<file path="config.mk">
export PLATFORM = sky130hd
export DESIGN_NAME = adw_decoder
export DESIGN_NICKNAME = d
export VERILOG_FILES = /design/src/rtl/adw_pkg.sv /design/src/rtl/adw_window.sv /design/src/rtl/adw_prio.sv /design/src/rtl/adw_decoder.sv
export SDC_FILE = /design/constraint.sdc
export NUM_CORES = 1
export LEC_CHECK = 0
export BUFFER_PORTS_ARGS = -buffer_cell sky130_fd_sc_hd__buf_4
export CORE_MARGIN = 8
export CORE_UTILIZATION = 56
export CTS_CLUSTER_SIZE = 24
export DETAILED_ROUTE_END_ITERATION = 12
export PLACE_DENSITY = 0.8
export SYNTH_ARGS = -nofsm -noshare
export SYNTH_HDL_FRONTEND = slang
export SYNTH_SLANG_ARGS = --single-unit
</file>
<file path="constraint.sdc">
create_clock -name clk -period 2.4 [get_ports clk]
set_input_delay 0.12 -clock clk [delete_from_list [all_inputs] [get_ports clk]]
set_output_delay 0.12 -clock clk [all_outputs]
set_load 0.01 [all_outputs]
</file>
<file path="src/rtl/adw_pkg.sv">
package adw_pkg;

    typedef enum logic [1:0] {
        SEL_CTRL   = 2'd0,
        SEL_BASE   = 2'd1,
        SEL_XLT_LO = 2'd2,
        SEL_XLT_HI = 2'd3
    } reg_sel_e;

    typedef struct packed {
        logic [15:0] size;
        logic [7:0]  attr;
        logic [3:0]  tgt;
        logic        en;
    } win_cfg_t;

    localparam int GRANULE_BITS = 16;

endpackage

</file>
<file path="src/rtl/adw_window.sv">
module adw_window
    import adw_pkg::*;
#(
    parameter bit HAS_XLT = 1'b1
) (
    input  logic        clk,
    input  logic        rst_n,
    input  logic        wr_en,
    input  reg_sel_e    sel,
    input  logic [31:0] wdata,
    input  logic [31:0] req_addr,
    output logic [31:0] rdata,
    output logic        hit,
    output logic [3:0]  tgt,
    output logic [7:0]  attr,
    output logic [31:0] xlat_addr
);

    win_cfg_t    cfg;
    logic [15:0] base_hi;
    logic [31:0] keep_mask;
    logic [31:0] ctrl_word;
    logic [31:0] xlt_lo_word;
    logic [31:0] xlt_hi_word;
    logic        unused_wbits;

    assign unused_wbits = ^wdata[3:1];

    always_ff @(posedge clk or negedge rst_n) begin
        if (!rst_n) begin
            cfg     <= '0;
            base_hi <= '0;
        end else if (wr_en) begin
            if (sel == SEL_CTRL) begin
                cfg.en   <= wdata[0];
                cfg.tgt  <= wdata[7:4];
                cfg.attr <= wdata[15:8];
                cfg.size <= wdata[31:16];
            end
            if (sel == SEL_BASE) begin
                base_hi <= wdata[31:16];
            end
        end
    end

    // Bits kept from the request: everything inside the window
    assign keep_mask = {cfg.size, {GRANULE_BITS{1'b1}}};
    assign hit       = cfg.en && ((req_addr & ~keep_mask) == {base_hi, 16'h0000});
    assign tgt       = cfg.tgt;
    assign attr      = cfg.attr;
    assign ctrl_word = {cfg.size, cfg.attr, cfg.tgt, 3'b000, cfg.en};

    generate
        if (HAS_XLT) begin : g_xlt
            logic [15:0] xlt_lo;
            logic [31:0] xlt_hi;

            always_ff @(posedge clk or negedge rst_n) begin
                if (!rst_n) begin
                    xlt_lo <= '0;
                    xlt_hi <= '0;
                end else if (wr_en) begin
                    if (sel == SEL_XLT_LO) xlt_lo <= wdata[31:16];
                    if (sel == SEL_XLT_HI) xlt_hi <= wdata;
                end
            end

            assign xlt_lo_word = {xlt_lo, 16'h0000};
            assign xlt_hi_word = xlt_hi;
            assign xlat_addr   = (xlt_lo_word & ~keep_mask) | (req_addr & keep_mask);
        end else begin : g_plain
            assign xlt_lo_word = '0;
            assign xlt_hi_word = '0;
            assign xlat_addr   = req_addr;
        end
    endgenerate

    always_comb begin
        unique case (sel)
            SEL_CTRL:   rdata = ctrl_word;
            SEL_BASE:   rdata = {base_hi, 16'h0000};
            SEL_XLT_LO: rdata = xlt_lo_word;
            SEL_XLT_HI: rdata = xlt_hi_word;
            default:    rdata = '0;
        endcase
    end

endmodule

</file>
<file path="src/rtl/adw_prio.sv">
module adw_prio #(
    parameter int N = 8
) (
    input  logic [N-1:0]       hit,
    input  logic [N-1:0][3:0]  tgt,
    input  logic [N-1:0][7:0]  attr,
    input  logic [N-1:0][31:0] addr,
    input  logic [31:0]        pass_addr,
    output logic               any,
    output logic [3:0]         tgt_o,
    output logic [7:0]         attr_o,
    output logic [31:0]        addr_o
);

    // Walk from the top down so the lowest hitting index is applied last
    always_comb begin
        any    = |hit;
        tgt_o  = '0;
        attr_o = '0;
        addr_o = pass_addr;
        for (int i = N - 1; i >= 0; i--) begin
            if (hit[i]) begin
                tgt_o  = tgt[i];
                attr_o = attr[i];
                addr_o = addr[i];
            end
        end
    end

endmodule

</file>
<file path="src/rtl/adw_decoder.sv">
module adw_decoder
    import adw_pkg::*;
#(
    parameter int NUM_WIN   = 8,
    parameter int REMAP_WIN = 4,
    parameter int WIN_BITS  = (NUM_WIN > 1) ? $clog2(NUM_WIN) : 1,
    parameter int ADDR_W    = WIN_BITS + 4
) (
    input  logic              clk,
    input  logic              rst_n,
    input  logic              reg_wr,
    input  logic [ADDR_W-1:0] reg_addr,
    input  logic [31:0]       reg_wdata,
    output logic [31:0]       reg_rdata,
    input  logic              req_valid,
    input  logic [31:0]       req_addr,
    output logic              rsp_valid,
    output logic              rsp_hit,
    output logic              rsp_miss,
    output logic [3:0]        rsp_target,
    output logic [7:0]        rsp_attr,
    output logic [31:0]       rsp_addr
);

    logic [WIN_BITS-1:0]      win_idx;
    reg_sel_e                 sel;
    logic [NUM_WIN-1:0]       win_wr;
    logic [NUM_WIN-1:0][31:0] win_rdata;
    logic [NUM_WIN-1:0]       win_hit;
    logic [NUM_WIN-1:0][3:0]  win_tgt;
    logic [NUM_WIN-1:0][7:0]  win_attr;
    logic [NUM_WIN-1:0][31:0] win_xlat;
    logic                     any_hit;
    logic [3:0]               sel_tgt;
    logic [7:0]               sel_attr;
    logic [31:0]              sel_addr;
    logic                     unused_lsb;

    assign unused_lsb = ^reg_addr[1:0];
    assign win_idx    = reg_addr[ADDR_W-1:4];
    assign sel        = reg_sel_e'(reg_addr[3:2]);

    generate
        for (genvar i = 0; i < NUM_WIN; i++) begin : g_win
            assign win_wr[i] = reg_wr && (win_idx == WIN_BITS'(i));

            adw_window #(
                .HAS_XLT(i < REMAP_WIN)
            ) u_win (
                .clk      (clk),
                .rst_n    (rst_n),
                .wr_en    (win_wr[i]),
                .sel      (sel),
                .wdata    (reg_wdata),
                .req_addr (req_addr),
                .rdata    (win_rdata[i]),
                .hit      (win_hit[i]),
                .tgt      (win_tgt[i]),
                .attr     (win_attr[i]),
                .xlat_addr(win_xlat[i])
            );
        end
    endgenerate

    always_comb begin
        if (int'(win_idx) < NUM_WIN) reg_rdata = win_rdata[win_idx];
        else                         reg_rdata = '0;
    end

    adw_prio #(
        .N(NUM_WIN)
    ) u_prio (
        .hit      (win_hit),
        .tgt      (win_tgt),
        .attr     (win_attr),
        .addr     (win_xlat),
        .pass_addr(req_addr),
        .any      (any_hit),
        .tgt_o    (sel_tgt),
        .attr_o   (sel_attr),
        .addr_o   (sel_addr)
    );

    always_ff @(posedge clk or negedge rst_n) begin
        if (!rst_n) begin
            rsp_valid  <= 1'b0;
            rsp_hit    <= 1'b0;
            rsp_miss   <= 1'b0;
            rsp_target <= '0;
            rsp_attr   <= '0;
            rsp_addr   <= '0;
        end else begin
            rsp_valid <= req_valid;
            rsp_hit   <= req_valid && any_hit;
            rsp_miss  <= req_valid && !any_hit;
            if (req_valid) begin
                rsp_target <= sel_tgt;
                rsp_attr   <= sel_attr;
                rsp_addr   <= sel_addr;
            end
        end
    end

endmodule

</file>
* After elaboration in Yosys (flattened, before gate mapping)
Cells that the tools add are included.
** Storage, ports and cells
- Register bits after elaboration :: 599
- Input port bits :: 75
- Output and inout port bits :: 79
- Word-level logic and storage cells :: 178
** Operators by class
- $lt $le $gt $ge :: 1
- Equal/unequal tests :: 18
- Multiplexer cells :: 30
- Bitwise logic cells :: 28
- Reduce and logical (&&, ||, !) cells :: 47
** Operator list (count)
- $and A32 B32 Y32 :: 16
- $pmux W32 S4 :: 4
- $pmux W32 S3 :: 4
- $eq A32 B32 Y1 :: 8
- $not A32 Y32 :: 8
- $mux W32 :: 5
- $or A32 B32 Y32 :: 4
- $bmux W32 S3 :: 1
- $mux W8 :: 8
- $reduce_and A2 Y1 :: 24
- $mux W4 :: 8
- $logic_and A1 B1 Y1 :: 18
- $eq A3 B3 Y1 const B :: 4
- $reduce_or A8 Y1 :: 1
- $eq A3 B2 Y1 const B :: 2
- $eq A2 B2 Y1 const B :: 2
- $lt A3 B4 Y1 const B :: 1
- $eq A3 B1 Y1 const B :: 1
- $logic_not A3 Y1 :: 1
- $eq A2 B1 Y1 const B :: 1
- $logic_not A2 Y1 :: 1
- $reduce_or A2 Y1 :: 1
- $logic_not A1 Y1 :: 1

* Logic depth before layout (Yosys ltp)
Gate-level depths: netlist (run 1).
- Depth in word-level cells :: 12
- Mapped depth :: 11
- Mapped depth without buffers :: 8

* Modules after synthesis
Synthesis (run 1) repeated with hierarchy kept, for this count alone.
** Unflattened totals
- Cells, all modules :: 3010
- Area, all modules :: 36239.8 um2
** Modules (own cells, without submodules)
- adw_window at g_win[0].u_win ... :: instances 4, cells an instance 322, area each 4664.5 um2, seq. area each 2327.2 um2
- adw_window at g_win[4].u_win ... :: instances 4, cells an instance 233, area each 2710.1 um2, seq. area each 1126.1 um2
- adw_decoder :: instances 1, cells an instance 354, area each 3875.0 um2, seq. area each 1176.1 um2
- adw_prio :: instances 1, cells an instance 436, area each 2866.5 um2, seq. area each 0.0 um2

* Worst setup path after synthesis (run 1)
OpenSTA, ideal clock, no wires.
- Path kind :: reg2reg
- Start :: register g_win[2].u_win.cfg[15] in the netlist's numbering
- End :: register rsp_attr[0]
- Setup time :: 0.083 ns
- Arrival time :: 2.138 ns
- Data required time :: 2.317 ns
- Slack :: 0.180 ns
- Stages on the path, launching flop included :: 10
- Path buffers :: 1
- Period minus slack after synthesis :: 2.220 ns
- Cells stage by stage :: dfrtp_1 nand2b_1 xnor2_1 nand4b_1 or4_4 nor2_2 buf_6 a221oi_2 or3_1 o21ai_0
** Between the ends
- Cells in the longest elaborated chain, start to end :: 7
** Ends and longest elaborated chain
- start, declared :: line adw_window.sv:19 : win_cfg_t cfg;
- $not A32 Y32 :: line adw_window.sv:48 : assign hit = cfg.en && ((req_addr & ~keep_mask) == {base_hi, 16'h0000});
- $and A32 B32 Y32 :: line adw_window.sv:48
- $eq A32 B32 Y1 :: line adw_window.sv:48
- $logic_and A1 B1 Y1 :: line adw_window.sv:48
- $mux W8 (3 in series) :: line adw_prio.sv:22 : if (hit[i]) begin
- end signal, assigned :: line adw_decoder.sv:98 : rsp_attr <= sel_attr;
- end, declared :: line adw_decoder.sv:21 : output logic [7:0] rsp_attr,
Every way passes these cells.
A chain may end at the register's enable or synchronous reset.

* Worst setup path after layout (run 1)
- Start :: register g_win[2].u_win.base_hi[3]
- End :: output reg_rdata[19]
** Between the ends
- Cells in the longest elaborated chain, start to end :: 3
** Ends and longest elaborated chain
- start, declared :: line adw_window.sv:20 : logic [15:0] base_hi;
- start signal, assigned :: line adw_window.sv:41 : base_hi <= wdata[31:16];
- $pmux W32 S4 :: line adw_window.sv:79 : unique case (sel)
- $bmux W32 S3 :: line adw_decoder.sv:66 : if (int'(win_idx) < NUM_WIN) reg_rdata = win_rdata[win_idx];
- $mux W32 (implied by the code) :: line adw_decoder.sv:66
- end, declared :: line adw_decoder.sv:14 : output logic [31:0] reg_rdata,
Every way passes these cells. The select of a mux whose other input is x is not followed.

==> run metrics, run 1 <==
status=finished with violations; violated checks=setup timing; DP Area=35,500 um2; Overall Power=32,300 uW; Crit path top cell by count=mux4_2; Static Leak=0.0177 uW; Max Cap Violations=0; endpoints failing hold=0; worst-skew pair later-pin latency=0.63 ns; WL per Instance=29.5 um; worst setup margin=-0.311 ns; Worst EP required=2.28 ns; final-stage net count=3,000; GP Congestion=1.00; clock root buffer=clkbuf_16; CTS clk-pin slew, worst paths=0.06 ns; Final min period=2.71 ns; Post-Syn Area=31,500 um2; CP startpoint kind=flop; initial antenna violation count=1; Arrival @ worst endpoint=2.59 ns; number of synthesized flops with an enable pin=0; GRT overflow=0; Port Buffer Count=151; Setup TNS Final=-8.19 ns; dpl hpwl=70.2 mm; drt via density=6.67; Crit Path Class=flop to output port; clock sink count=599; Setup violations, final=43; router iterations before antenna repair=6; wirelength, routed=110 mm; sequential-to-total area share from yosys stat=47.6%; final worst-path cycle share=113%; Rows=87; CTS Buffer Depth=3; I/O pin total=154; Max Clock Skew=0.0322 ns; layer with the highest usage=met2; hold_ws=0.0330 ns; largest net degree at the start of global routing=97; P&R area growth vs syn=27.6%; slew margin rel.=37.4%; critical path cell sequence=buf_6 > mux4_2 > mux4_2 > nor2_2 > a21oi_2 > buf_4; Detailed Route Iter0 Violations=2,693; met1 Track Usage GR=41.9%; CP endpoint kind=output port; first-pass GRT wire length=162 mm; unrepaired setup endpoints after global routing=true; M2 GR Usage=51.8%; syn_nets=2,585; Post-Syn Area per Cell=12.5 um2; worst-margin pin slew=0.938 ns; Synth warnings=0; TritonCTS clock tree=built; most common cell after layout, fill and taps aside=dfrtp_1; CP max stage delay=0.59 ns; Die ar.=64,000 um2; synth unique cells=60; Die Y=253 um; most frequent cells in the layout=dfrtp_1, mux2_2, buf_4, xnor2_1, mux2i_1; design area=40,100 um2; vias in the first global route=25,837; Max Clk Rate=369 MHz; worst-path fanout max=2; ys async rst share=100%; FF+latch count, synth=599; Cells after Synth=2,510; Initial Util=56.2%; fin util=71.7%; core area=56,000 um2; GRT Total Usage=33.4%; clock buffer count from CTS=67; Post-synth top flop=dfrtp_1; # DRC=0; vias post-DR=24,883; GR Layer Usage met3=8.92%; Detail Route Antenna Nets=0; Hold Crit Class=input port to flop; share of cells above drive strength 1=49.9%; VDD IR max=0.000649 V; Pins Over Slew Limit=0; Die Wd=253 um; PD cells=805 nW/um2; H-tree Lvls=3; CP max stage cell=mux4_2
[through the flow]
step	cells	worst slack [ns]
floorplan	2510	0.180
global placement	3515	-0.556
detailed placement	3515	-0.639
CTS	3712	-0.311
global route	3731	-0.366
finish	3732	-0.311
[power breakdown]
part           total [uW]  internal, uW  switching (uW)
clock network       10500          6230            4310
registers           13500         12000            1550
logic                8230          4490            3740
total               32300         22700            9600
[critical path, delay by kind of cell (launching register included)]
family / cells / cell delay (ns)
flops: 1 / 0.41
simple gates: 1 / 0.13
mux: 2 / 1.05
compound gates: 1 / 0.06
buf+inv: 2 / 0.31
[layout make-up]
type	count	area, um2
multi-input combinational	1675	16600
fill	3640	15800
sequential	599	15000
timing repair buffer	559	5260
clock buffer	101	2090
tap	756	946
clock inverter	18	153
inverter	23	88.8
antenna	1	2.50
[sequential cells by signal, summed over array words and instances (netlist names)]
name	cells
rsp_valid	1
g_win.u_win.base_hi	128
g_win.u_win.cfg	136
rsp_target	4
rsp_hit	1
g_win.u_win.g_xlt.xlt_lo	64
g_win.u_win.attr	64
g_win.u_win.g_xlt.xlt_hi	128
g_win.u_win.tgt	32
rsp_miss	1
rsp_addr	32
rsp_attr	8
[Yosys cell counts, types with 2 or more instances]
| master | n | share of area (%) |
|---|---|---|
| dfrtp_1 | 599 | 48 |
| mux2_2 | 583 | 21 |
| clkbuf_1 | 150 | 1.8 |
| xnor2_1 | 121 | 3.4 |
| mux2i_1 | 91 | 2.9 |
| nor2_1 | 90 | 1.1 |
| nor2b_1 | 90 | 1.8 |
| mux4_2 | 86 | 6.2 |
| a21oi_1 | 69 | 1.1 |
| nand2_1 | 69 | 0.82 |
| o21ai_0 | 51 | 0.81 |
| nand3_1 | 47 | 0.75 |
| a221oi_1 | 43 | 1.2 |
| nand2b_1 | 43 | 0.86 |
| nor3_1 | 31 | 0.49 |
| a22oi_1 | 30 | 0.72 |
| nand4_1 | 28 | 0.56 |
| buf_2 | 25 | 0.40 |
| buf_1 | 24 | 0.29 |
| o311a_1 | 24 | 0.76 |
| inv_1 | 23 | 0.27 |
| a211oi_1 | 22 | 0.52 |
| o221ai_1 | 19 | 0.53 |
| buf_6 | 13 | 0.47 |
| o22ai_1 | 13 | 0.26 |
| or3_1 | 13 | 0.26 |
| a31oi_1 | 11 | 0.22 |
| a221oi_2 | 10 | 0.48 |
| a22o_1 | 9 | 0.25 |
| and3_1 | 9 | 0.18 |
| nor4_1 | 8 | 0.16 |
| o21a_1 | 8 | 0.19 |
| o22a_1 | 8 | 0.22 |
| and2_1 | 6 | 0.12 |
| xnor2_2 | 6 | 0.31 |
| nor2b_4 | 5 | 0.22 |
| and4_1 | 3 | 0.084 |
| o21ai_1 | 3 | 0.048 |
| nand3b_1 | 2 | 0.048 |
| nand4b_1 | 2 | 0.056 |
| nor3b_1 | 2 | 0.048 |
| o211ai_1 | 2 | 0.048 |
| o32ai_1 | 2 | 0.056 |
[routing by layer]
metal	up-vias	wire length [um]
li1	10086	-
met2	1707	50500
met1	12629	39800
met4	2	7630
met3	459	12000
met5	-	17
[final timing paths]
check,startpoint,end,slack [ns],cells past startpoint
worst max-delay path,g_win[2].u_win.base_hi[3],reg_rdata[19],-0.31,6
worst min-delay path,reg_wdata[21],g_win[1].u_win.cfg[18],0.03,2
worst max register to register,g_win[3].u_win.cfg[28],rsp_attr[4],-0.30,10
worst min register to register,g_win[1].u_win.g_xlt.xlt_hi[29],g_win[1].u_win.g_xlt.xlt_hi[29],0.50,1
max in group asynchronous,rst_n,rsp_addr[3],1.32,3
min in group asynchronous,rst_n,rsp_addr[2],0.09,2
[what timing repair did]
item | CTS | global route
cloned | 4 | 4
pin swaps | 59 | 81
buffers inserted | 33 | 21
hold buffers | 48 | 0
endpoints found under the setup margin | 46 | 47
resized for setup | 149 | 132
endpoints found under the hold margin | 662 | 0
[logic make-up (layout without fill, tap and decap cells)]
logic type | Yosys count | after routing | synth area share, %
DFF | 599 | 599 | 47.6
other | 0 | 1 | 0
AOI/OAI and AO/OA | 328 | 328 | 7.52
buffers and inverters | 237 | 701 | 3.30
muxes | 760 | 760 | 29.9
xor gates and xnor gates | 127 | 127 | 3.68
and+or+nand+nor | 459 | 460 | 7.94
(Power assumes the default switching activity.)
==> run 2: changes to the inputs <==
--- a/config.mk
+++ b/config.mk
@@ -10,7 +10,8 @@
 export CORE_UTILIZATION = 56
 export CTS_CLUSTER_SIZE = 24
 export DETAILED_ROUTE_END_ITERATION = 12
-export PLACE_DENSITY = 0.8
+export MAX_ROUTING_LAYER = met4
+export PLACE_DENSITY = 0.77
 export SYNTH_ARGS = -nofsm -noshare
 export SYNTH_HDL_FRONTEND = slang
 export SYNTH_SLANG_ARGS = --single-unit
==> run 2 against run 1 <==
Net effect:
- die area unchanged
- via count is 1.7% lower
- combinational power fell by 3.3%
- the run still ends with setup timing left
- final area shrank 1.9%
- critical path type unchanged
- count of clock-buffer cells in the layout grew 5
- highest routed layer is now met4
==> run metrics, run 2 (synthesized netlist as in run 1, its figures left out) <==
Static Leak=0.0174 uW (-1.7%); worst setup margin=-0.296 ns (+0.0143 ns); unrepaired setup endpoints after global routing=true; dpl hpwl=71.7 mm (+2.1%); Arrival @ worst endpoint=2.58 ns (about the same); CP startpoint kind=flop; Bufs and invs on worst path=2 (unchanged); Worst EP required=2.28 ns (about the same); drt via density=6.56 (-1.5%); max FFs per register=136 (unchanged); Detailed Route Iter0 Violations=2,791 (+3.6%); VDD IR max=0.000790 V (+22%); TritonCTS clock tree=built; Port Buffer Count=151 (unchanged); share of cells above drive strength 1=47.9% (-2.1 points); worst-margin pin slew=0.785 ns (-0.153 ns); DP Area=35,600 um2 (+0.13%); # DRC=0 (unchanged); Top reg by flops=g_win.u_win.cfg; most common cell after layout, fill and taps aside=dfrtp_1; P&R area growth vs syn=25.2%; slew margin rel.=47.7% (+10 points); switching part of the total=29.6% (-0.14 points); CTS Buffer Depth=3 (unchanged); GP Congestion=0.953 (-4.9%); final worst-path cycle share=112% (-0.59 points); Logic pwr share=25.1% (-0.4 points); initial antenna violation count=0 (-1); Pins Over Slew Limit=0 (unchanged); CP max stage delay=0.60 ns (about the same); wirelength, routed=108 mm (-1.7%); Hold Crit Class=input port to flop; I/O pin total=154 (unchanged); vias post-DR=24,472 (-1.7%); vias in the first global route=25,265 (-2.2%); Max Clock Skew=0.0356 ns (+0.00341 ns); clock root buffer=clkbuf_16; hold_ws=0.0277 ns (-0.00526 ns); Initial Util=56.2% (unchanged); GRT overflow=0 (unchanged); Die ar.=64,000 um2 (unchanged); WL per Instance=29.0 um (-1.5%); Max Clk Rate=371 MHz (+0.53%); worst-skew pair later-pin latency=0.62 ns (about the same); Regs by FF count=g_win.u_win.cfg x136, g_win.u_win.base_hi x128, g_win.u_win.g_xlt.xlt_hi x128; largest net degree at the start of global routing=75 (-23%); Crit Path Class=flop to output port; endpoints failing hold=0 (unchanged); status=finished with violations; Seq pwr share=42.9% (+1.0 points); clock sink count=599 (unchanged); Rows=87 (unchanged); fin util=70.4% (-1.3 points); Detail Route Antenna Nets=0 (unchanged); Post-Layout Cell Count=3,728 (-0.11%); most frequent cells in the layout=dfrtp_1, mux2_2, buf_4, xnor2_1, mux2i_1; violated checks=setup timing; Cells after DPL=3,522 (+0.20%); Setup violations, final=44 (+2.3%); Die Y=253 um (unchanged); critical path cell sequence=buf_4 > mux4_2 > mux4_2 > nor2_4 > a21oi_2 > buf_4; router iterations before antenna repair=5 (-1); clock power share=32.0% (-0.6 points); design area=39,400 um2 (-1.9%); CP endpoint kind=output port; core area=56,000 um2 (unchanged); worst-path fanout max=3 (+1); GRT Total Usage=34.3% (+0.83 points); switching pwr=9370 uW (-2.4%); final-stage net count=3,000 (unchanged); clock buffer count from CTS=68 (+1.5%); FILL cells=3,811 (+4.7%); FF/Latch Area=15,000 um2 (unchanged); Die Wd=253 um (unchanged); H-tree Lvls=3 (unchanged); Final min period=2.70 ns (-0.0143 ns); top cell family by delay on the critical path=multiplexers; CP max stage cell=mux4_2; PD cells=804 nW/um2 (-0.10%); first-pass GRT wire length=161 mm (-0.69%); multi-input logic area=16,200 um2 (-2.7%); internal power=22,300 uW (-1.8%); Max Cap Violations=0 (unchanged); CTS clk-pin slew, worst paths=0.06 ns (about the same)
-- run 2: changes by cell type in the layout (fill, tap and decap cells not counted), moves of 8 or more --
| cell | delta |
|---|---|
| clkbuf_1 | +11 |
| o21ai_2 | -11 |
| nand2_2 | +9 |
| nand3_1 | +14 |
| o21ai_1 | +9 |
| nand3_2 | -13 |
| buf_12 | -8 |
| nand2b_1 | +8 |
| nand2b_4 | -8 |
| buf_4 | +14 |
| nand2_1 | -12 |
-- run 2: layout make-up --
class                   instances  share of cell area [%]
diodes                          1                 0.00635
clock buffers                 106                    5.20
clock inverters                10                   0.207
inverters                      23                   0.226
multi-input cells            1674                    41.0
flip-flops and latches        599                    38.1
well taps                     756                    2.40
repair buffers                559                    12.9
-- run 2: layer usage --
metal  track usage [%]  share of wire, %  vias to the layer above
met5                 -                 0                        -
met1              43.1                38                    12518
met3              6.83               9.2                      416
li1                  -                 -                    10112
met2              52.0                46                     1426
met4              18.9               6.4                        0
-- run 2: timing repair --
action                                  in CTS  in global routing
pin swaps                                   16                 53
setup buffers                               23                 24
endpoints found under the hold margin      431                  0
hold buffers                                46                  0
gates cloned                                 1                  2
gates resized for setup                     80                130
endpoints found under the setup margin      45                 49
-- run 2: through the flow --
step	power, uW	TNS, ns	worst slack (ns)
final	31700	-6.33	-0.296
after global routing	32800	-10.57	-0.324
after CTS	31300	-4.72	-0.328
after detailed placement	20900	-5.33	-0.239
after global placement	20500	-4.43	-0.236
after floorplan	17500	0	0.180
-- run 2: power by group through the flow --
stage | sequential, uW | clock, uW | combinational (uW)
final | 13600 | 10100 | 7960
after global routing | 13800 | 10600 | 8380
after CTS | 13500 | 10200 | 7560
after detailed placement | 13700 | 0 | 7210
after global placement | 13500 | 0 | 7000
after floorplan | 13200 | 0 | 4280
-- run 2: final timing paths --
kind,to,slack (ns),cells past startpoint,startpoint
worst max-delay path,reg_rdata[19],-0.30,6,g_win[1].u_win.cfg[16]
worst min register to register,g_win[2].u_win.g_xlt.xlt_hi[21],0.50,1,g_win[2].u_win.g_xlt.xlt_hi[21]
worst min-delay path,g_win[5].u_win.cfg[18],0.03,2,reg_wdata[21]
max in group asynchronous,rsp_addr[4],1.34,3,rst_n
worst max register to register,rsp_attr[0],-0.16,11,g_win[2].u_win.cfg[22]
min in group asynchronous,g_win[1].u_win.attr[6],0.13,2,rst_n
